File: config.mk
export PLATFORM = sky130hd
export DESIGN_NAME = err_bound_irq
export DESIGN_NICKNAME = d
export VERILOG_FILES = /design/src/rtl/err_bound_pkg.sv /design/src/rtl/err_bound_cmp.sv /design/src/rtl/err_bound_ctl.sv /design/src/rtl/err_bound_dp.sv /design/src/rtl/err_bound_irq.sv
export SDC_FILE = /design/constraint.sdc
export NUM_CORES = 1
export LEC_CHECK = 0
export ABC_AREA = 1
export BUFFER_PORTS_ARGS = -buffer_cell sky130_fd_sc_hd__buf_2
export CAP_MARGIN = 0
export CORE_ASPECT_RATIO = 1.25
export CORE_MARGIN = 1.5
export CORE_UTILIZATION = 40
export DETAILED_ROUTE_END_ITERATION = 12
export GPL_TIMING_DRIVEN = 0
export PLACE_DENSITY = 0.77
export SETUP_SLACK_MARGIN = 0.15
export SKIP_CTS_REPAIR_TIMING = 1
export SLEW_MARGIN = 20
export SYNTH_ARGS = -nofsm -noshare
export SYNTH_HDL_FRONTEND = slang
export SYNTH_HIERARCHICAL = 1
export SYNTH_SLANG_ARGS = --single-unit
File: constraint.sdc
create_clock -name clk -period 2.34 [get_ports clk]
set_input_delay 0.702 -clock clk [delete_from_list [all_inputs] [get_ports clk]]
set_output_delay 0.702 -clock clk [all_outputs]
set_load 0.01 [all_outputs]
File: src/rtl/err_bound_pkg.sv
package err_bound_pkg;

  localparam int unsigned NUM_SRC    = 4;
  localparam int unsigned SRC_ACC    = 0;
  localparam int unsigned SRC_VALID  = 1;
  localparam int unsigned SRC_DISACK = 2;
  localparam int unsigned SRC_BOUNDS = 3;
  localparam int unsigned VP_EN_BIT  = NUM_SRC;

  localparam int unsigned ADDR_W = 3;
  localparam logic [ADDR_W-1:0] ADR_CTRL   = 3'd0;
  localparam logic [ADDR_W-1:0] ADR_LIMIT  = 3'd1;
  localparam logic [ADDR_W-1:0] ADR_IEN    = 3'd2;
  localparam logic [ADDR_W-1:0] ADR_PEND   = 3'd3;
  localparam logic [ADDR_W-1:0] ADR_STATUS = 3'd4;

  // strobes from control to datapath
  typedef struct packed {
    logic clearAll;  // wipe every pending bit
    logic setAck;    // raise disable acknowledge
    logic evtGate;   // events and samples are accepted
  } ctlStrobe_t;

endpackage

File: src/rtl/err_bound_cmp.sv
module err_bound_cmp #(
  parameter int unsigned ERR_W = 8
) (
  input  logic             valid,
  input  logic             gate,
  input  logic [ERR_W-1:0] sample,
  input  logic [ERR_W-1:0] maxLim,
  input  logic [ERR_W-1:0] minLim,
  output logic             hit
);
  logic aboveMax;
  logic belowMin;

  always_comb begin
    aboveMax = $signed(sample) > $signed(maxLim);
    belowMin = $signed(sample) < $signed(minLim);
    hit      = valid && gate && (aboveMax || belowMin);
  end
endmodule

File: src/rtl/err_bound_ctl.sv
module err_bound_ctl
  import err_bound_pkg::*;
(
  input  logic       clk,
  input  logic       rstN,
  input  logic       modEn,
  output ctlStrobe_t strb
);
  logic enPrev;
  logic ackQ;
  logic enFall;

  assign enFall = enPrev && !modEn;

  always_ff @(posedge clk or negedge rstN) begin
    if (!rstN) begin
      enPrev <= 1'b0;
      ackQ   <= 1'b0;
    end else begin
      enPrev <= modEn;
      ackQ   <= enFall;
    end
  end

  always_comb begin
    strb.clearAll = enFall;
    strb.setAck   = ackQ;
    strb.evtGate  = modEn;
  end

  // acknowledge only directly after the wipe cycle
  p_ack_follows_clear_r9: assert property (@(posedge clk) disable iff (!rstN)
    strb.setAck |-> $past(strb.clearAll));
endmodule

File: src/rtl/err_bound_dp.sv
module err_bound_dp
  import err_bound_pkg::*;
#(
  parameter int unsigned ERR_W  = 8,
  parameter int unsigned DATA_W = 32
) (
  input  logic              clk,
  input  logic              rstN,
  input  logic              regWrEn,
  input  logic [ADDR_W-1:0] regAddr,
  input  logic [DATA_W-1:0] regWrData,
  output logic [DATA_W-1:0] regRdData,
  input  logic              sampleValid,
  input  logic [ERR_W-1:0]  sampleErr,
  input  logic              accumDone,
  input  logic              avgValid,
  input  logic              avgErrOk,
  input  logic              minMaxOk,
  input  logic              errGenOk,
  input  ctlStrobe_t        strb,
  output logic              modEn,
  output logic              cpuIrq,
  output logic              vpIrq
);
  localparam int unsigned EN_W = NUM_SRC + 1;
  localparam logic [ERR_W-1:0] MAX_RST = {1'b0, {(ERR_W-1){1'b1}}};
  localparam logic [ERR_W-1:0] MIN_RST = {1'b1, {(ERR_W-1){1'b0}}};

  logic               enQ;
  logic [ERR_W-1:0]   maxLim;
  logic [ERR_W-1:0]   minLim;
  logic [EN_W-1:0]    irqEn;
  logic [NUM_SRC-1:0] pend;
  logic [NUM_SRC-1:0] setVec;
  logic [NUM_SRC-1:0] clrVec;
  logic               boundsHit;

  err_bound_cmp #(.ERR_W(ERR_W)) u_cmp (
    .valid (sampleValid),
    .gate  (strb.evtGate),
    .sample(sampleErr),
    .maxLim(maxLim),
    .minLim(minLim),
    .hit   (boundsHit)
  );

  // configuration registers
  always_ff @(posedge clk or negedge rstN) begin
    if (!rstN) begin
      enQ    <= 1'b0;
      maxLim <= MAX_RST;
      minLim <= MIN_RST;
      irqEn  <= '0;
    end else if (regWrEn) begin
      case (regAddr)
        ADR_CTRL:  enQ <= regWrData[0];
        ADR_LIMIT: begin
          maxLim <= regWrData[2*ERR_W-1:ERR_W];
          minLim <= regWrData[ERR_W-1:0];
        end
        ADR_IEN:   irqEn <= regWrData[EN_W-1:0];
        default: ;
      endcase
    end
  end

  always_comb begin
    setVec             = '0;
    setVec[SRC_ACC]    = accumDone && strb.evtGate;
    setVec[SRC_VALID]  = avgValid && strb.evtGate;
    setVec[SRC_DISACK] = strb.setAck;
    setVec[SRC_BOUNDS] = boundsHit;
    clrVec = (regWrEn && regAddr == ADR_PEND) ? regWrData[NUM_SRC-1:0] : '0;
  end

  // one pending cell per source; a set beats a write-1 clear
  for (genvar gi = 0; gi < NUM_SRC; gi++) begin : g_pend
    always_ff @(posedge clk or negedge rstN) begin
      if (!rstN)              pend[gi] <= 1'b0;
      else if (strb.clearAll) pend[gi] <= 1'b0;
      else if (setVec[gi])    pend[gi] <= 1'b1;
      else if (clrVec[gi])    pend[gi] <= 1'b0;
    end
  end

  always_comb begin
    cpuIrq = |(pend & irqEn[NUM_SRC-1:0]);
    vpIrq  = pend[SRC_BOUNDS] && irqEn[VP_EN_BIT];
    modEn  = enQ;
  end

  always_comb begin
    regRdData = '0;
    case (regAddr)
      ADR_CTRL:  regRdData[0] = enQ;
      ADR_LIMIT: regRdData[2*ERR_W-1:0] = {maxLim, minLim};
      ADR_IEN:   regRdData[EN_W-1:0] = irqEn;
      ADR_PEND:  regRdData[NUM_SRC-1:0] = pend;
      ADR_STATUS: begin
        regRdData[3] = avgErrOk;
        regRdData[2] = minMaxOk;
        regRdData[1] = errGenOk;
      end
      default: ;
    endcase
  end

  // a comparator hit always lands in the bounds pending bit
  p_bounds_pend_r2: assert property (@(posedge clk) disable iff (!rstN)
    $past(boundsHit) |-> pend[SRC_BOUNDS]);

  // set beats a simultaneous write-1 clear
  p_set_wins_r6: assert property (@(posedge clk) disable iff (!rstN)
    $past(setVec[SRC_ACC] && clrVec[SRC_ACC] && !strb.clearAll) |-> pend[SRC_ACC]);

  // the wipe leaves nothing pending
  p_wipe_all_r9: assert property (@(posedge clk) disable iff (!rstN)
    $past(strb.clearAll) |-> (pend == '0));

  // no bounds pending can appear while gated off
  p_quiet_off_r3: assert property (@(posedge clk) disable iff (!rstN)
    !$past(strb.evtGate) |-> !$rose(pend[SRC_BOUNDS]));
endmodule

File: src/rtl/err_bound_irq.sv
module err_bound_irq
  import err_bound_pkg::*;
#(
  parameter int unsigned ERR_W  = 8,
  parameter int unsigned DATA_W = 32
) (
  input  logic              clk,
  input  logic              rstN,
  input  logic              regWrEn,
  input  logic [2:0]        regAddr,
  input  logic [DATA_W-1:0] regWrData,
  output logic [DATA_W-1:0] regRdData,
  input  logic              sampleValid,
  input  logic [ERR_W-1:0]  sampleErr,
  input  logic              accumDone,
  input  logic              avgValid,
  input  logic              avgErrOk,
  input  logic              minMaxOk,
  input  logic              errGenOk,
  output logic              cpuIrq,
  output logic              vpIrq
);
  ctlStrobe_t strb;
  logic       modEn;

  err_bound_ctl u_ctl (
    .clk  (clk),
    .rstN (rstN),
    .modEn(modEn),
    .strb (strb)
  );

  err_bound_dp #(.ERR_W(ERR_W), .DATA_W(DATA_W)) u_dp (
    .clk        (clk),
    .rstN       (rstN),
    .regWrEn    (regWrEn),
    .regAddr    (regAddr),
    .regWrData  (regWrData),
    .regRdData  (regRdData),
    .sampleValid(sampleValid),
    .sampleErr  (sampleErr),
    .accumDone  (accumDone),
    .avgValid   (avgValid),
    .avgErrOk   (avgErrOk),
    .minMaxOk   (minMaxOk),
    .errGenOk   (errGenOk),
    .strb       (strb),
    .modEn      (modEn),
    .cpuIrq     (cpuIrq),
    .vpIrq      (vpIrq)
  );
endmodule

* Word level (Yosys, flattened, before mapping)
Index checks and enable logic that the tools add are counted.
Word-level totals: logic and storage cells 52, bits in registers 28, output and inout port bits 34
Cells by class: magnitude comparators 2, equal/unequal tests 4, reduce and logical (&&, ||, !) cells 18, bitwise operators 1, muxes and demuxes 17
Operator list (number):
- 1-bit two-way mux | 12
- 3-bit case mux with 4 select lines | 1
- 3-bit nonzero test | 4
- 11-bit two-way mux | 1
- 8-bit greater-than comparator | 1
- 8-bit < comparator | 1
- 1-bit logical AND | 7
- 3-bit by 2-bit == test with 1-bit output (second input constant) | 2
- 2-bit AND reduction | 3
- 4-bit bitwise AND | 1
- 4-bit two-way mux | 1
- 1-bit case mux with 4 select lines | 1
- 4-bit OR reduction | 1
- 3-bit by 1-bit == test with 1-bit output (second input constant) | 1
- 3-bit == test (second input constant) | 1
- 3-bit zero test | 1
- 1-bit case mux with 2 select lines | 1
- 1-bit zero test | 1
- 1-bit logical OR | 1

* Depth between registers and ports, before layout
Gate-level depths: netlist (run 1).
depth in word-level cells 6, gate-level depth with buffers 14, depth with buffers taken out 14

* By module
Netlist (run 1), hierarchy kept.
By module, submodules not included:
- err_bound_dp | instances 1, area each 1422.6 sq um, cells an instance 177
- err_bound_cmp | instances 1, area each 462.9 sq um, cells an instance 82
- err_bound_ctl | instances 1, area each 82.6 sq um, cells an instance 7

* Least setup slack after synthesis (run 1)
OpenSTA, ideal clock, no wires.
path type input-to-output, from input port regAddr[1], to output port regRdData[10], data required time 1638 ps, path buffers 1, stages 4, path slack 403 ps, arrival time 1235 ps, path through inv_1 nand3_2 buf_2 nor2_1
On the way: cells in the longest elaborated chain, start to end 2
Ends and longest elaborated chain:
- start, declared | line err_bound_irq.sv:10 | input logic [2:0] regAddr,
- 3-bit by 1-bit == test with 1-bit output | line err_bound_dp.sv:94 | case (regAddr)
- 11-bit two-way mux | line err_bound_dp.sv:94
- end, declared | line err_bound_irq.sv:12 | output logic [DATA_W-1:0] regRdData,
Every way passes these cells.

* Worst setup path in the final report (run 1)
from input port regAddr[0], to output port regRdData[3]
On the way: cells in the longest elaborated chain, start to end 2, elaborated cells between the ends (all ways) 5
Ends and longest elaborated chain (line):
- 3-bit == test (tied with other cells) | err_bound_dp.sv:94
- 3-bit case mux with 4 select lines * | err_bound_dp.sv:94
Mark *: on every way between the ends. The rest lies on a longest branch, timed or not.

==> results of run 1 <==
-- cells in the final DEF (no fill, tap or decap) --
| cell | count |
|---|---|
| or2_0 | 1 |
| ha_1 | 15 |
| clkbuf_8 | 4 |
| dfrtp_1 | 20 |
| nand2_1 | 78 |
| buf_4 | 22 |
| dfstp_2 | 8 |
| nor3_4 | 2 |
| inv_2 | 1 |
| nand3_4 | 1 |
| nand2_4 | 1 |
| a21oi_2 | 1 |
| nor2_1 | 14 |
| nor2_2 | 2 |
| inv_4 | 2 |
| conb_1 | 16 |
| a21oi_1 | 8 |
| nand3_1 | 8 |
| buf_12 | 2 |
| inv_6 | 1 |
| o21ai_0 | 6 |
| nor2_4 | 1 |
| nand4_1 | 6 |
| nand2_2 | 3 |
| inv_1 | 45 |
| buf_2 | 51 |
| o21a_1 | 12 |
| buf_6 | 4 |
| o21ai_1 | 5 |
-- where the power goes --
group,leakage (nW),internal [mW],total (mW),switching (mW)
registers,0.330,0.608,0.689,0.0801
logic,1.15,0.247,0.540,0.293
clock network,0.0288,0.150,0.295,0.144
total,1.51,1.01,1.52,0.517
-- state kept, by name (all words and copies together), names as in the netlist --
signal / cells
u_dp/maxLim: 8
u_dp/minLim: 8
u_dp/irqEn: 5
u_dp/pend: 4
u_ctl/ackQ: 1
u_ctl/enPrev: 1
u_dp/modEn: 1
-- layer usage --
layer | track usage [%] | wire length [um]
met5 | 0 | 0
met2 | 31.3 | 2300
met3 | 2.33 | 278
met1 | 21.2 | 1730
met4 | 6.25 | 40
-- worst register-to-register path, delay by kind of cell, from the launching register on --
kind	cells	cell delay [ns]
AOI/OAI and AO/OA	3	0.41
and+or+nand+nor	5	0.33
DFF	1	0.54
buffers and inverters	2	0.09
adders and majority gates	1	0.29
-- cell families (layout without fill, tap and decap cells) --
logic type | after synthesis | after routing | synth area share, %
adders and majority gates | 15 | 15 | 9.54
DFF | 28 | 28 | 36.1
other | 1 | 16 | 0.191
and+or+nand+nor | 117 | 117 | 25.5
AOI/OAI and AO/OA | 32 | 32 | 9.85
buffers and inverters | 73 | 132 | 18.8
-- worst min-delay path by stage --
| stage | cells past startpoint | end |
|---|---|---|
| after floorplan | 0 | u_ctl/ackQ |
| after global placement | 0 | u_ctl/enPrev |
| after detailed placement | 0 | u_ctl/enPrev |
| after CTS | 1 | u_dp/minLim[5] |
| after global routing | 1 | u_dp/minLim[5] |
| final | 1 | u_dp/minLim[5] |
-- final cells by class --
| class | instances | area share [%] |
|---|---|---|
| multi-input combinational | 180 | 38.8 |
| timing repair buffer | 55 | 12.4 |
| buffer | 24 | 7.66 |
| tap | 60 | 2.99 |
| inverter | 49 | 7.71 |
| clock buffer | 4 | 2.19 |
| sequential | 28 | 28.3 |
-- through the flow --
step                      area, um^2  util, %  setup WS, ns  TNS [ns]  std cells
after global routing            2510     53.2         0.121         0        400
after CTS                       2410     51.1       -0.0385   -0.0939        397
after floorplan                 2020        -         0.403         0        281
final                           2510     53.2         0.177         0        400
after global placement          2360     49.9       -0.0245   -0.0435        393
after detailed placement        2360     49.9       -0.0368   -0.0826        393
==> results.txt, run 1 <==
Ys flop type -> dfrtp_1
EDFF count, synth -> 0
Pin count of the biggest net entering global routing -> 29
Die area -> 5350 um^2
Number of clock sinks -> 28
Synth cell types -> 25
Syn avg cell area -> 7.40 um^2
Vias per inst -> 4.51
Crit path to -> regRdData[3]
Pwr dens -> 606 nW/um^2
Critical path cell sequence -> buf_12 -> nor3_4 -> nand2_1 -> nand4_1 -> buf_2
Delay-heaviest family, CP -> simple AND/OR/NAND/NOR gates
HPWL Detailed -> 3.50 mm
Post-detailed-route wirelength per cell -> 10.9 um
Routed WL -> 4.35 mm
Die outline width -> 65.7 um
Fmax -> 462 MHz
Status -> completed
GRT Total Usage -> 17.4%
Ports -> 86
Req. time, crit path -> 1.64 ns
Die Ht -> 81.4 um
Buf/Inv on CP -> 2
Startpoint Class -> primary input
Worst EP arrival -> 1.46 ns
Part of the cycle the worst path needs -> 92.4%
TritonCTS clock tree -> built
Worst reg2reg setup slack -> 0.61 ns
Maxcap violations -> 0
Initial antenna violation count -> 0
Initial Util -> 41.6%
#FFs+latches synth -> 28
FFs w/ async S/R, synth -> 100%
First-pass GRT wire length -> 7.29 mm
# H-tree levels -> 1
Hold WC Path Type -> primary input to asynchronous set/reset pin
CTS root buffer -> clkbuf_8
Count leader, synth -> nand2_1
Critical path's slowest cell -> nor3_4
Total power -> 1.52 mW
Critical Path Stages -> 5
Min Tclk post-route -> 2.16 ns
Max transition margin -> 57.6%
R2r worst-path depth -> 11
Largest area contributor in the netlist -> dfrtp_1
Post-synthesis sequential area ratio -> 36.1%
Unrepaired setup endpoints after global routing -> yes
Grt total ovfl -> 0
Total Nets Final -> 408
Synth warn -> 6
Register Area -> 711 um^2
Area grow syn2layout -> 27.8%
WHS -> 0.441 ns
Total CTS buffers -> 3
Area of the multi-input gates -> 975 um^2
Post-Synthesis Cells -> 266
Antenna-violating nets left -> 0
CTS clk-pin slew, worst paths -> 0.09 ns
# diodes -> 0
Vias in the first global route -> 1697
GPL Wtd Cong -> 0.816
Crit. End Element -> output port
Final setup viols -> 0
Worst R2R Start -> u_dp/maxLim[3]
CP peak stage delay -> 0.30 ns
VDD IR max -> 0.335 mV
Cell Rows -> 28
Slew Limit Fails -> 0
Crit Path Class -> primary input to output port
CP max FO -> 6
Clk Latency, worst-skew pair -> 0.27 ns
Post-synthesis cell area -> 1970 um^2
Reg-to-reg endpoint -> u_dp/pend[3]
Commonest cells in the netlist -> nand2_1 (79), inv_1 (47), dfrtp_1 (20)
Initial DRC count -> 69
Leak -> 1.51 nW
Clock Skew -> 0.00127 ns
Bufs on Longest Clock Path -> 2
Core area -> 4730 um^2
Share of cells above drive strength 1 -> 31.2%
Pre-antenna DRT Iters -> 4
Vias -> 1802
# fillers -> 486
Top cell type's share of synthesized area -> 25.4%
Least-Margin Pin Slew -> 0.636 ns
Critical Path Start -> regAddr[0]
Drt drc -> 0
Port bufs -> 52
Hold Violations, Final -> 0
Synth top area cells -> dfrtp_1 (25%), nand2_1 (15%), dfstp_2 (11%), ha_1 (9.5%), inv_1 (9.0%)
No activity file was read; power rests on OpenSTA's default activity.
==> run 2: changes to the inputs <==
--- a/config.mk
+++ b/config.mk
@@ -13,10 +13,11 @@
 export CORE_UTILIZATION = 40
 export DETAILED_ROUTE_END_ITERATION = 12
 export GPL_TIMING_DRIVEN = 0
+export MAX_ROUTING_LAYER = met4
 export PLACE_DENSITY = 0.77
 export SETUP_SLACK_MARGIN = 0.15
 export SKIP_CTS_REPAIR_TIMING = 1
-export SLEW_MARGIN = 20
+export SLEW_MARGIN = 40
 export SYNTH_ARGS = -nofsm -noshare
 export SYNTH_HDL_FRONTEND = slang
 export SYNTH_HIERARCHICAL = 1
==> run 2 against run 1 <==
Sequential share of layout area unchanged. Register-to-register slack about the same. Fmax increased by 0.12%. Clock power about the same. Largest power group unchanged.
==> results.txt, run 2 (synthesized netlist as in run 1, its figures left out) <==
Sequential share of power -> 45.1%
Pre-antenna DRT Iters -> 4
CTS clk-pin slew, worst paths -> 0.09 ns
Critical path's slowest cell -> nor3_4
Pwr dens -> 607 nW/um^2
Vias -> 1811
Port bufs -> 52
Initial antenna violation count -> 0
GPL Wtd Cong -> 0.828
# H-tree levels -> 1
P_sw -> 0.519 mW
CP max FO -> 6
Internal power -> 1.01 mW
Critical Path Start -> regAddr[0]
DP Worst Slack -> -0.0368 ns
# diodes -> 0
Die Ht -> 81.4 um
Crit. End Element -> output port
Comb pwr share -> 35.3%
Drt drc -> 0
Maxcap violations -> 0
WHS -> 0.440 ns
Clock Skew -> 0.00241 ns
Crit Path Class -> primary input to output port
Final WS setup -> 0.180 ns
Slew Limit Fails -> 0
Worst EP arrival -> 1.46 ns
Area of the multi-input gates -> 975 um^2
Hold Violations, Final -> 0
# fillers -> 486
Top Registers -> u_dp/maxLim (8), u_dp/minLim (8), u_dp/irqEn (5)
Reg-to-reg endpoint -> u_dp/pend[3]
First-pass GRT wire length -> 7.29 mm
Initial DRC count -> 73
CTS root buffer -> clkbuf_8
Total Nets Final -> 408
Die outline width -> 65.7 um
Die area -> 5350 um^2
Register Area -> 711 um^2
Post-detailed-route wirelength per cell -> 10.9 um
Pin count of the biggest net entering global routing -> 29
Number of clock sinks -> 28
Share of cells above drive strength 1 -> 31.2%
Startpoint Class -> primary input
GRT Total Usage -> 17.9%
Vias in the first global route -> 1697
Setup TNS -> 0 ns
Initial Util -> 41.6%
Total CTS buffers -> 3
Status -> completed
Grt total ovfl -> 0
Clk Latency, worst-skew pair -> 0.27 ns
R2r worst-path depth -> 11
Vias per inst -> 4.53
Bufs on Longest Clock Path -> 2
Part of the cycle the worst path needs -> 92.3%
TritonCTS clock tree -> built
VDD IR max -> 0.337 mV
Worst R2R Start -> u_dp/maxLim[3]
Cell Rows -> 28
Routed WL -> 4.34 mm
Req. time, crit path -> 1.64 ns
Fmax -> 463 MHz
Most frequent cells in the layout -> nand2_1 (78), buf_2 (51), inv_1 (45), buf_4 (22), dfrtp_1 (20)
Critical path cell sequence -> buf_12 -> nor3_4 -> nand2_1 -> nand4_1 -> buf_2
Final setup viols -> 0
Least-Margin Pin Slew -> 0.635 ns
Max transition margin -> 57.7%
Core area -> 4730 um^2
Worst reg2reg setup slack -> 0.61 ns
Clock share of power -> 19.5%
HPWL Detailed -> 3.50 mm
CP peak stage delay -> 0.30 ns
Leak -> 1.51 nW
Min Tclk post-route -> 2.16 ns
Net Sw Frac -> 34.0%
Ports -> 86
Area grow syn2layout -> 27.8%
Antenna-violating nets left -> 0
Hold WC Path Type -> primary input to asynchronous set/reset pin
Unrepaired setup endpoints after global routing -> yes
Most common cell after layout, fill and taps aside -> nand2_1
run 2: cell counts in the layout (fill, tap and decap cells not counted):
Identical to the previous run, type by type.
run 2: cell type report:
| class | count | area share [%] |
|---|---|---|
| multi-input combinational | 180 | 38.8 |
| sequential | 28 | 28.3 |
| timing repair buffer | 55 | 12.4 |
| inverter | 49 | 7.71 |
| buffer | 24 | 7.66 |
| tap | 60 | 2.99 |
| clock buffer | 4 | 2.19 |
run 2: worst max-delay path: cells and delay by family:
kind          cells  cell delay [ns]
buf+inv           2             0.25
simple gates      3             0.50
run 2: per-layer routing:
| metal | part of all wire, % | track usage [%] | vias up |
|---|---|---|---|
| li1 | - | - | 931 |
| met1 | 40 | 21.4 | 805 |
| met2 | 53 | 31.3 | 69 |
| met3 | 6.2 | 2.05 | 6 |
| met4 | 0.87 | 6.25 | 0 |
| met5 | 0 | - | - |
run 2: how the worst max path moves through the flow:
stage                          to  slack, ns  cells after the start
floorplan           regRdData[10]       0.40                      4
global placement     regRdData[2]      -0.02                      6
detailed placement   regRdData[2]      -0.04                      6
CTS                  regRdData[2]      -0.04                      6
global route         regRdData[0]       0.12                      7
finish               regRdData[3]       0.18                      5
run 2: power by group through the flow:
stage / clock [mW] / combinational, mW / sequential, mW
floorplan: 0 / 0.385 / 0.672
finish: 0.298 / 0.539 / 0.688
detailed placement: 0 / 0.524 / 0.696
global route: 0.337 / 0.628 / 0.705
global placement: 0 / 0.506 / 0.692
CTS: 0.308 / 0.526 / 0.687
run 2: through the flow:
stage               utilization [%]  total power, mW  cells  cell area, um^2
global route                   53.2             1.67    400             2510
detailed placement             49.9             1.22    393             2360
CTS                            51.1             1.52    397             2410
global placement               49.9             1.20    393             2360
finish                         53.2             1.53    400             2510
floorplan                         -             1.06    281             2020
==> run 3: changes to the inputs <==
==> constraint.sdc (replaced) <==
create_clock -name clk -period 2.25 [get_ports clk]
set_input_delay 0.675 -clock clk [delete_from_list [all_inputs] [get_ports clk]]
set_output_delay 0.675 -clock clk [all_outputs]
set_load 0.01 [all_outputs]
==> run 3 against run 2 <==
Sequential cell count stayed put. First-iteration DRC count up 14%. Routed wire length is 1.8% higher. Critical path depth stayed put. Cell count increased by 0.25%. Final area is 1.6% higher. Core utilization up 0.85 points. Combinational power is 5.4% higher. Register-to-register slack worse by 0.10 ns. Highest routed layer unchanged.
==> results.txt, run 3 (synthesized netlist as in run 1, its figures left out) <==
Port bufs -> 52
Vias -> 1792
Min Tclk post-route -> 2.10 ns
Cell Rows -> 28
Bufs on Longest Clock Path -> 2
Top Registers -> u_dp/maxLim (8), u_dp/minLim (8), u_dp/irqEn (5)
Least-Margin Pin Slew -> 0.635 ns
Hold WC Path Type -> primary input to asynchronous set/reset pin
Worst EP arrival -> 1.42 ns
# diodes -> 0
Pwr dens -> 623 nW/um^2
Die area -> 5350 um^2
Area grow syn2layout -> 29.8%
Req. time, crit path -> 1.57 ns
Drt drc -> 0
Crit Path Class -> primary input to output port
Grt total ovfl -> 0
CP peak stage delay -> 0.29 ns
Antenna-violating nets left -> 0
Vias in the first global route -> 1697
Fin cells -> 401
First-pass GRT wire length -> 7.29 mm
Initial Util -> 41.6%
Die Ht -> 81.4 um
Startpoint Class -> primary input
Busiest grt layer -> met2
Core area -> 4730 um^2
Vias per inst -> 4.47
Pin count of the biggest net entering global routing -> 29
HPWL Detailed -> 3.50 mm
Placed inst area -> 2360 um^2
Most common cell after layout, fill and taps aside -> nand2_1
GRT Total Usage -> 17.9%
Slew Limit Fails -> 0
Clk Latency, worst-skew pair -> 0.27 ns
Initial antenna violation count -> 0
Total Nets Final -> 409
Clock Skew -> 0.00281 ns
Total CTS buffers -> 3
Final Cell Area -> 2550 um^2
Placed Cells -> 393
Total power -> 1.59 mW
TritonCTS clock tree -> built
Share of cells above drive strength 1 -> 31.7%
CP max FO -> 6
Final WS setup -> 0.152 ns
# H-tree levels -> 1
Max transition margin -> 57.6%
Critical path's slowest cell -> nor3_4
WHS -> 0.413 ns
VDD IR max -> 0.351 mV
Final setup viols -> 0
Buf/Inv on CP -> 2
Status -> completed
CTS root buffer -> clkbuf_8
GR Layer Usage met3 -> 2.05%
Fmax -> 477 MHz
Unrepaired setup endpoints after global routing -> yes
Hold Violations, Final -> 0
Critical path cell sequence -> buf_12 -> nor3_4 -> nand2_1 -> nand4_1 -> buf_2
Initial DRC count -> 83
Met1 usage -> 21.4%
Die outline width -> 65.7 um
Most frequent cells in the layout -> nand2_1 (78), buf_2 (50), inv_1 (45), buf_4 (22), dfrtp_1 (20)
Part of the cycle the worst path needs -> 93.2%
Maxcap violations -> 0
GPL Wtd Cong -> 0.828
Number of clock sinks -> 28
Pre-antenna DRT Iters -> 6
Ports -> 86
Crit. End Element -> output port
CTS clk-pin slew, worst paths -> 0.09 ns
Leak -> 1.53 nW
Delay-heaviest family, CP -> simple AND/OR/NAND/NOR gates
Post-detailed-route wirelength per cell -> 11.0 um
DP Worst Slack -> -0.0728 ns
GR Layer Usage met2 -> 31.3%
Routed WL -> 4.42 mm
## run 3: per-layer routing
metal	wire, um	share of wire [%]
met1	1760	40
met2	2380	54
met3	255	5.8
met4	23	0.52
met5	0	0
## run 3: final timing paths
| kind | startpoint | end | slack [ns] | cells after the start |
|---|---|---|---|---|
| min | rstN | u_dp/minLim[5] | 0.41 | 1 |
| max in group asynchronous | rstN | u_dp/pend[3] | 1.43 | 1 |
| max | regAddr[0] | regRdData[3] | 0.15 | 5 |
| min in group clk | u_dp/modEn | u_ctl/enPrev | 0.48 | 0 |
| max reg2reg | u_dp/maxLim[3] | u_dp/pend[3] | 0.51 | 11 |
| min reg2reg | u_dp/modEn | u_ctl/enPrev | 0.48 | 0 |
## run 3: cell type report
type,count,area [um^2]
fill,481,2170
multi-input combinational,180,977
sequential,28,711
timing repair buffer,56,344
buffer,24,196
inverter,49,196
tap,60,75.1
clock buffer,4,55.1
## run 3: per-stage QoR
step / TNS (ns) / utilization (%)
after floorplan: 0 / -
after global placement: -0.187 / 49.9
after detailed placement: -0.227 / 49.9
after CTS: -0.238 / 51.1
after global routing: 0 / 54.0
final: 0 / 54.0
## run 3: power by group
part / switching [mW] / internal, mW
registers: 0.0820 / 0.633
clock network: 0.154 / 0.157
logic: 0.306 / 0.262
total: 0.541 / 1.05
